## src/rtl/idx_remap_pkg.sv

```systemverilog
package idx_remap_pkg;

   typedef enum logic [2:0] {
      ORD_XYZ = 3'd0,
      ORD_XZY = 3'd1,
      ORD_YXZ = 3'd2,
      ORD_YZX = 3'd3,
      ORD_ZXY = 3'd4,
      ORD_ZYX = 3'd5
   } walk_ord_e;

   localparam int N_AXES = 3;

   // Axis numbering: 0 = X, 1 = Y, 2 = Z.
   // Result packs {slowest, middle, fastest}, two bits per axis.
   function automatic logic [5:0] axis_order(input logic [2:0] code);
      logic [5:0] r;
      case (code)
         ORD_XYZ: r = {2'd2, 2'd1, 2'd0};
         ORD_XZY: r = {2'd1, 2'd2, 2'd0};
         ORD_YXZ: r = {2'd2, 2'd0, 2'd1};
         ORD_YZX: r = {2'd0, 2'd2, 2'd1};
         ORD_ZXY: r = {2'd1, 2'd0, 2'd2};
         ORD_ZYX: r = {2'd0, 2'd1, 2'd2};
         default: r = {2'd2, 2'd1, 2'd0};
      endcase
      return r;
   endfunction

   function automatic logic code_legal(input logic [2:0] code);
      return (code <= 3'd5);
   endfunction

endpackage

```

## src/rtl/idx_remap_decode.sv

```systemverilog
module idx_remap_decode #(
   parameter int CFG_W  = 32,
   parameter int LANE_W = 8,
   localparam int DIM_W = LANE_W - 1,
   localparam int CNT_W = DIM_W + 1
) (
   input  logic [CFG_W-1:0] cfg_word,
   output logic [CNT_W-1:0] size_x,
   output logic [CNT_W-1:0] size_y,
   output logic [CNT_W-1:0] size_z,
   output logic [2:0]       ord_code,
   output logic [2:0]       flags,
   output logic             legal
);
   import idx_remap_pkg::*;

   logic [CNT_W-1:0] sz [N_AXES];

   for (genvar g = 0; g < N_AXES; g++) begin : g_lane
      // size field in the low part of each lane, flag in its top bit
      assign sz[g]    = CNT_W'(cfg_word[g*LANE_W +: DIM_W]) + CNT_W'(1);
      assign flags[g] = cfg_word[g*LANE_W + LANE_W - 1];
   end

   assign size_x   = sz[0];
   assign size_y   = sz[1];
   assign size_z   = sz[2];
   assign ord_code = cfg_word[N_AXES*LANE_W +: 3];
   assign legal    = code_legal(ord_code);

endmodule

```

## src/rtl/idx_remap_walker.sv

```systemverilog
module idx_remap_walker #(
   parameter int DEPTH   = 128,
   parameter int CNT_W   = 8,
   parameter int ENTRY_W = 8,
   localparam int IDX_W  = $clog2(DEPTH),
   localparam int LIN_W  = 3 * CNT_W
) (
   input  logic               clk,
   input  logic               rst_n,
   input  logic               start,
   input  logic [CNT_W-1:0]   size_x,
   input  logic [CNT_W-1:0]   size_y,
   input  logic [CNT_W-1:0]   size_z,
   input  logic [2:0]         ord_code,
   output logic               busy,
   output logic               wr_en,
   output logic [IDX_W-1:0]   wr_addr,
   output logic [ENTRY_W-1:0] wr_data,
   output logic               last
);
   import idx_remap_pkg::*;

   logic [CNT_W-1:0] lim_q [N_AXES];
   logic [CNT_W-1:0] cnt_q [N_AXES];
   logic [CNT_W-1:0] cnt_d [N_AXES];
   logic [1:0]       ord_q [N_AXES];
   logic [5:0]       ord_pack;
   logic [IDX_W-1:0] step_q;
   logic             busy_q;
   logic [LIN_W-1:0] lin;

   assign ord_pack = axis_order(ord_code);

   // carry chain through the axes in the selected order
   always_comb begin
      logic       carry;
      logic [1:0] ax;
      carry = 1'b1;
      ax    = 2'd0;
      for (int a = 0; a < N_AXES; a++) cnt_d[a] = cnt_q[a];
      for (int j = 0; j < N_AXES; j++) begin
         ax = ord_q[j];
         if (carry) begin
            if (cnt_q[ax] + CNT_W'(1) == lim_q[ax]) begin
               cnt_d[ax] = '0;
            end else begin
               cnt_d[ax] = cnt_q[ax] + CNT_W'(1);
               carry     = 1'b0;
            end
         end
      end
   end

   assign lin = LIN_W'(cnt_q[0])
              + LIN_W'(cnt_q[1]) * LIN_W'(lim_q[0])
              + LIN_W'(cnt_q[2]) * LIN_W'(lim_q[0]) * LIN_W'(lim_q[1]);

   always_ff @(posedge clk) begin
      if (!rst_n) begin
         busy_q <= 1'b0;
         step_q <= '0;
         for (int a = 0; a < N_AXES; a++) begin
            lim_q[a] <= CNT_W'(1);
            cnt_q[a] <= '0;
            ord_q[a] <= 2'(a);
         end
      end else if (start && !busy_q) begin
         busy_q   <= 1'b1;
         step_q   <= '0;
         lim_q[0] <= size_x;
         lim_q[1] <= size_y;
         lim_q[2] <= size_z;
         for (int a = 0; a < N_AXES; a++) begin
            cnt_q[a] <= '0;
            ord_q[a] <= ord_pack[2*a +: 2];
         end
      end else if (busy_q) begin
         step_q <= step_q + IDX_W'(1);
         for (int a = 0; a < N_AXES; a++) cnt_q[a] <= cnt_d[a];
         if (step_q == IDX_W'(DEPTH - 1)) busy_q <= 1'b0;
      end
   end

   assign busy    = busy_q;
   assign wr_en   = busy_q;
   assign wr_addr = step_q;
   assign wr_data = lin[ENTRY_W-1:0];
   assign last    = busy_q && (step_q == IDX_W'(DEPTH - 1));

endmodule

```

## src/rtl/idx_remap_bank.sv

```systemverilog
module idx_remap_bank #(
   parameter int DEPTH      = 128,
   parameter int ENTRY_W    = 8,
   parameter bit DOUBLE_BUF = 1'b1,
   localparam int IDX_W     = $clog2(DEPTH)
) (
   input  logic               clk,
   input  logic               rst_n,
   input  logic               wr_en,
   input  logic [IDX_W-1:0]   wr_addr,
   input  logic [ENTRY_W-1:0] wr_data,
   input  logic               swap,
   input  logic [IDX_W-1:0]   rd_addr,
   output logic [ENTRY_W-1:0] rd_data
);

   if (DOUBLE_BUF) begin : g_pingpong
      logic [ENTRY_W-1:0] mem [2][DEPTH];
      logic               act_q;

      always_ff @(posedge clk) begin
         if (!rst_n) begin
            act_q   <= 1'b0;
            rd_data <= '0;
            for (int b = 0; b < 2; b++)
               for (int i = 0; i < DEPTH; i++) mem[b][i] <= '0;
         end else begin
            rd_data <= mem[act_q][rd_addr];
            if (wr_en) mem[~act_q][wr_addr] <= wr_data;
            if (swap) act_q <= ~act_q;
         end
      end
   end else begin : g_single
      logic [ENTRY_W-1:0] mem [DEPTH];

      always_ff @(posedge clk) begin
         if (!rst_n) begin
            rd_data <= '0;
            for (int i = 0; i < DEPTH; i++) mem[i] <= '0;
         end else begin
            rd_data <= mem[rd_addr];
            if (wr_en) mem[wr_addr] <= wr_data;
         end
      end
   end

endmodule

```

## src/rtl/idx_remap_gen.sv

```systemverilog
module idx_remap_gen #(
   parameter int DEPTH      = 128,
   parameter int ENTRY_W    = 8,
   parameter int LANE_W     = 8,
   parameter int CFG_W      = 32,
   parameter bit DOUBLE_BUF = 1'b1,
   localparam int IDX_W     = $clog2(DEPTH),
   localparam int CNT_W     = LANE_W
) (
   input  logic               clk,
   input  logic               rst_n,
   input  logic               cfg_we,
   input  logic [CFG_W-1:0]   cfg_data,
   input  logic [IDX_W-1:0]   lk_idx,
   output logic [ENTRY_W-1:0] lk_data,
   output logic               busy,
   output logic               cfg_err,
   output logic [2:0]         offs_flags
);

   if (DEPTH != (1 << IDX_W)) begin : g_bad_depth
      $error("DEPTH must be a power of two");
   end
   if (CFG_W < 3 * LANE_W + 3) begin : g_bad_cfg
      $error("CFG_W too narrow for three lanes and the order code");
   end
   if (LANE_W < 2) begin : g_bad_lane
      $error("LANE_W must be at least 2");
   end

   logic [CNT_W-1:0]   sx, sy, sz;
   logic [2:0]         code;
   logic [2:0]         flags;
   logic               legal;
   logic               accept;
   logic               start;
   logic               wr_en;
   logic [IDX_W-1:0]   wr_addr;
   logic [ENTRY_W-1:0] wr_data;
   logic               last;
   logic               err_q;
   logic [2:0]         offs_q;

   idx_remap_decode #(.CFG_W(CFG_W), .LANE_W(LANE_W)) u_dec (
      .cfg_word (cfg_data),
      .size_x   (sx),
      .size_y   (sy),
      .size_z   (sz),
      .ord_code (code),
      .flags    (flags),
      .legal    (legal)
   );

   assign accept = cfg_we && !busy;
   assign start  = accept && legal;

   idx_remap_walker #(.DEPTH(DEPTH), .CNT_W(CNT_W), .ENTRY_W(ENTRY_W)) u_walk (
      .clk      (clk),
      .rst_n    (rst_n),
      .start    (start),
      .size_x   (sx),
      .size_y   (sy),
      .size_z   (sz),
      .ord_code (code),
      .busy     (busy),
      .wr_en    (wr_en),
      .wr_addr  (wr_addr),
      .wr_data  (wr_data),
      .last     (last)
   );

   idx_remap_bank #(.DEPTH(DEPTH), .ENTRY_W(ENTRY_W), .DOUBLE_BUF(DOUBLE_BUF)) u_bank (
      .clk     (clk),
      .rst_n   (rst_n),
      .wr_en   (wr_en),
      .wr_addr (wr_addr),
      .wr_data (wr_data),
      .swap    (last),
      .rd_addr (lk_idx),
      .rd_data (lk_data)
   );

   always_ff @(posedge clk) begin
      if (!rst_n) begin
         err_q  <= 1'b0;
         offs_q <= '0;
      end else begin
         err_q <= accept && !legal;
         if (start) offs_q <= flags;
      end
   end

   assign cfg_err    = err_q;
   assign offs_flags = offs_q;

endmodule

```

## config.mk

```make
export PLATFORM = sky130hd
export DESIGN_NAME = idx_remap_gen
export DESIGN_NICKNAME = d
export VERILOG_FILES = /design/src/rtl/idx_remap_pkg.sv /design/src/rtl/idx_remap_decode.sv /design/src/rtl/idx_remap_walker.sv /design/src/rtl/idx_remap_bank.sv /design/src/rtl/idx_remap_gen.sv
export SDC_FILE = /design/constraint.sdc
export NUM_CORES = 2
export LEC_CHECK = 0
export CELL_PAD_IN_SITES_DETAIL_PLACEMENT = 1
export CELL_PAD_IN_SITES_GLOBAL_PLACEMENT = 2
export CORE_AREA = 4 4 491 444
export DETAILED_ROUTE_END_ITERATION = 16
export DIE_AREA = 0 0 495 448
export PLACE_DENSITY_LB_ADDON = 0.2
export SLEW_MARGIN = 30
export SYNTH_ARGS = -nofsm -noshare
export SYNTH_HDL_FRONTEND = slang
export SYNTH_SLANG_ARGS = --single-unit
```

## constraint.sdc

```tcl
create_clock -name clk -period 13.3 [get_ports clk]
set_input_delay 2.66 -clock clk [delete_from_list [all_inputs] [get_ports clk]]
set_output_delay 2.66 -clock clk [all_outputs]
set_load 0.05 [all_outputs]
```

==> flow_metrics.env <==
export IMPL_cts_tree="done"
export IMPL_ys_seq_elements=2124
export IMPL_nets=5811
export IMPL_cp_slowest_cell="nor2_4"
export IMPL_setup_viol_count_final=0
export IMPL_worstPathArrival_ps=10480
export IMPL_routedWlPerCell_um=33.1
export IMPL_top_layer_used="met5"
export IMPL_synthArstFlopShare_pct=0
export IMPL_syn_nets=5956
export IMPL_drc_errors=0
export IMPL_required_ps=13870
export IMPL_vias=54000
export IMPL_core_area_sq_um=213000
export IMPL_dieArea_sq_um=222000
export IMPL_mappedNetlistArea_sq_um=95300
export IMPL_maxCapViolCount=0
export IMPL_timing_fmax_ghz=0.101
export IMPL_mostFrequentLayoutCell="edfxtp_1"
export IMPL_setup_ws_ps=3400
export IMPL_cts_hold_buf=0
export IMPL_criticalPathCategory="reg2reg"
export IMPL_finalPower_mw=20.9
export IMPL_synth_cell_types=73
export IMPL_crit_chain="and2_1 -> fa_1 -> fa_1 -> ha_1 -> fa_1 -> ha_1 -> xor2_1 -> and2_1 -> fa_1 -> fa_1 -> fa_1 -> fa_1 -> inv_1 -> fa_1 -> fa_1 -> inv_1 -> ha_1 -> a21oi_1 -> xnor2_1 -> xnor2_1 -> xnor2_2 -> buf_4 -> nor2_4 -> buf_4"
export IMPL_cp_end_kind="flip-flop"
export IMPL_worst_pin_slew_ps=1030
export IMPL_dr_wl_met3_um=19800
export IMPL_fp_dieW_um=495
export IMPL_final_util_pct=49.7
export IMPL_grt_usage_pct=26.1
export IMPL_cts_buffers=213
export IMPL_num_rows=161
export IMPL_routabilityCongestion=0.817
export IMPL_grt_pass1_wl_um=417000
export IMPL_maxSlewHeadroom_pct=31.1
export IMPL_peakVddDrop_uv=887
export IMPL_met2WireLength_um=137000
export IMPL_ctsResizeCount=0
export IMPL_drtPass1Iterations=5
export IMPL_yosysSeqAreaShare_pct=66.7
export IMPL_grt_max_degree=131
export IMPL_path_max_fanout=34
export IMPL_finalSetupTns_ps=0
export IMPL_drive_gt1_share_pct=20.6
export IMPL_cts_htree_levels=4
export IMPL_drv_slew=0
export IMPL_status="finished, final reports clean"
export IMPL_detailed_place_hpwl_um=167000
export IMPL_report_final_hold_viol_count=0
export IMPL_drt_wl_total_um=288000
export IMPL_synth_main_ff_cell="edfxtp_1"
export IMPL_ys_warn_count=0
export IMPL_rsz0062_at_grt="false"
export IMPL_antenna_found_initial=18
export IMPL_fin_crit_sh_pct=74.4
export IMPL_floorplan_initialDensity_pct=44.7
export IMPL_synthToLayoutAreaGrowth_pct=11.1
export IMPL_drtIter0Drc=6596
export IMPL_clk_latency_ps=880
export IMPL_clockRootBuffer="clkbuf_16"
export IMPL_grt_pass1_vias=56300
export IMPL_p_leak_nw=38.4
export IMPL_postRouteAntennaNets=0
export IMPL_fin_crit_ps=9900
export IMPL_vias_per_cell=6.20
export IMPL_clock_sinks=2124
export IMPL_met1Wirelength_um=124000
export IMPL_grt_ovfl_total=0
export IMPL_rrSetupSlack_ps=3400
export IMPL_layout_common_cells="edfxtp_1, nor2_1, mux4_2"
export IMPL_hp_class="reg2reg"
export IMPL_powerDensity_nw_per_um2=198
export IMPL_syn_instance_count=5804
export IMPL_path_clk_slew_ps=60
export IMPL_postCtsSetupBuffers=0
export IMPL_port_buffers=49
export IMPL_die_h_um=448
export IMPL_dp_slack_ps=3340
export IMPL_start_kind="flip-flop"
export IMPL_ios=55
export IMPL_skew_ps=41.7
export IMPL_synth_edff_count=2102
export IMPL_crit_path_max_incr_delay_ps=790
export IMPL_syn_area_per_cell_sq_um=16.4
export IMPL_clock_path_buffers=3
export IMPL_cp_common_cell="fa_1"
==> registers in the layout, summed over array words and instances, names as in the netlist, named ones only <==
register	flops
u_bank.g_pingpong.act_q	1
cfg_err	1
u_walk.cnt_q	24
u_walk.ord_q	6
u_walk.wr_addr	7
u_bank.rd_data	8
u_walk.lim_q	24
u_bank.g_pingpong.mem	2048
u_walk.busy	1
offs_flags	3
==> critical path, delay by kind of cell, from the launching register on <==
kind / cells / cell delay, ps
adders and majority gates: 12 / 5440
and+or+nand+nor: 3 / 1280
buffers and inverters: 4 / 1000
xor gates and xnor gates: 4 / 790
DFF: 1 / 730
AOI/OAI and AO/OA: 1 / 300
==> cell usage after synthesis (5+ instances only) <==
cell      instances  area, sq um
nand4_1           7         43.8
buf_2            65          325
nor2_1          708         2660
nor2b_1           5         31.3
buf_1            28          105
inv_1            65          244
nor3b_1           6         45.0
ha_1             61          763
mux2i_1          52          521
nor4_1           12         75.1
mux2_2           13          146
and3_1          536         3350
xor2_1           28          245
fa_1             49          981
clkbuf_1        425         1600
nand2_1         382         1430
edfxtp_1       2102        63100
xnor2_1          73          639
a21oi_1         160          801
o21ai_0          32          160
and2_1           76          475
xnor3_1          10          225
o21a_1            8         60.1
a311oi_1          7         61.3
or3_1             5         31.3
nor3_1           50          250
a31oi_1           9         56.3
nand3_1          17         85.1
o31ai_1           9         67.6
and2_0            5         31.3
mux4_2          680        15300
nand2b_1         12         75.1
dfxtp_1          22          440
buf_6             5         56.3
a211oi_1         19          143
==> worst paths after layout <==
check / cells after the start / to / from
setup reg to reg: 24 / u_bank.g_pingpong.mem[1][207]$_DFFE_PP_ / u_walk.cnt_q[2][0]$_SDFFCE_PN0P_
hold / removal: 1 / offs_flags[1]$_SDFFE_PN0P_ / offs_flags[1]$_SDFFE_PN0P_
setup / recovery: 24 / u_bank.g_pingpong.mem[1][207]$_DFFE_PP_ / u_walk.cnt_q[2][0]$_SDFFCE_PN0P_
hold reg to reg: 1 / offs_flags[1]$_SDFFE_PN0P_ / offs_flags[1]$_SDFFE_PN0P_
==> metrics by stage <==
| step | cells | cell area, sq um | hold slack (ps) |
|---|---|---|---|
| global placement | 8286 | 98500 | 468 |
| CTS | 8687 | 106000 | 491 |
| finish | 8702 | 106000 | 492 |
| detailed placement | 8288 | 98600 | 476 |
| global route | 8696 | 106000 | 500 |
| floorplan | 5804 | 95300 | 572 |
==> cells by family (layout without fill, tap and decap cells) <==
logic type / Yosys count / in the layout / share of synthesized area (%)
other cells: 0 / 7 / 0
flops: 2124 / 2124 / 66.7
xor+xnor: 111 / 111 / 1.16
compound gates: 269 / 269 / 1.67
simple gates: 1844 / 1844 / 9.28
mux: 751 / 751 / 16.9
fa+ha+maj: 110 / 110 / 1.83
buf+inv: 595 / 634 / 2.48
==> metal layers <==
layer,vias to the layer above,track usage (%)
met4,2,6.10
met2,2015,41.5
met1,29300,38.2
li1,22200,-
met3,361,4.04
met5,-,0
==> power by group <==
part           switching [mW]  total [mW]  internal (mW)
logic                    4.86        5.79          0.932
registers               0.293        9.01           8.72
clock network            2.65        6.12           3.47
==> area by class of cell <==
class | instances | area, sq um
Sequential cell | 2124 | 63600
Inverter | 70 | 280
Timing Repair Buffer | 165 | 1670
Antenna cell | 7 | 17.5
Clock inverter | 127 | 1350
Multi-Input combinational cell | 3085 | 29700
Tap cell | 2852 | 3570
Clock buffer | 272 | 5680
Fill cell | 19800 | 107000
Power figures use the tool's default switching activity.
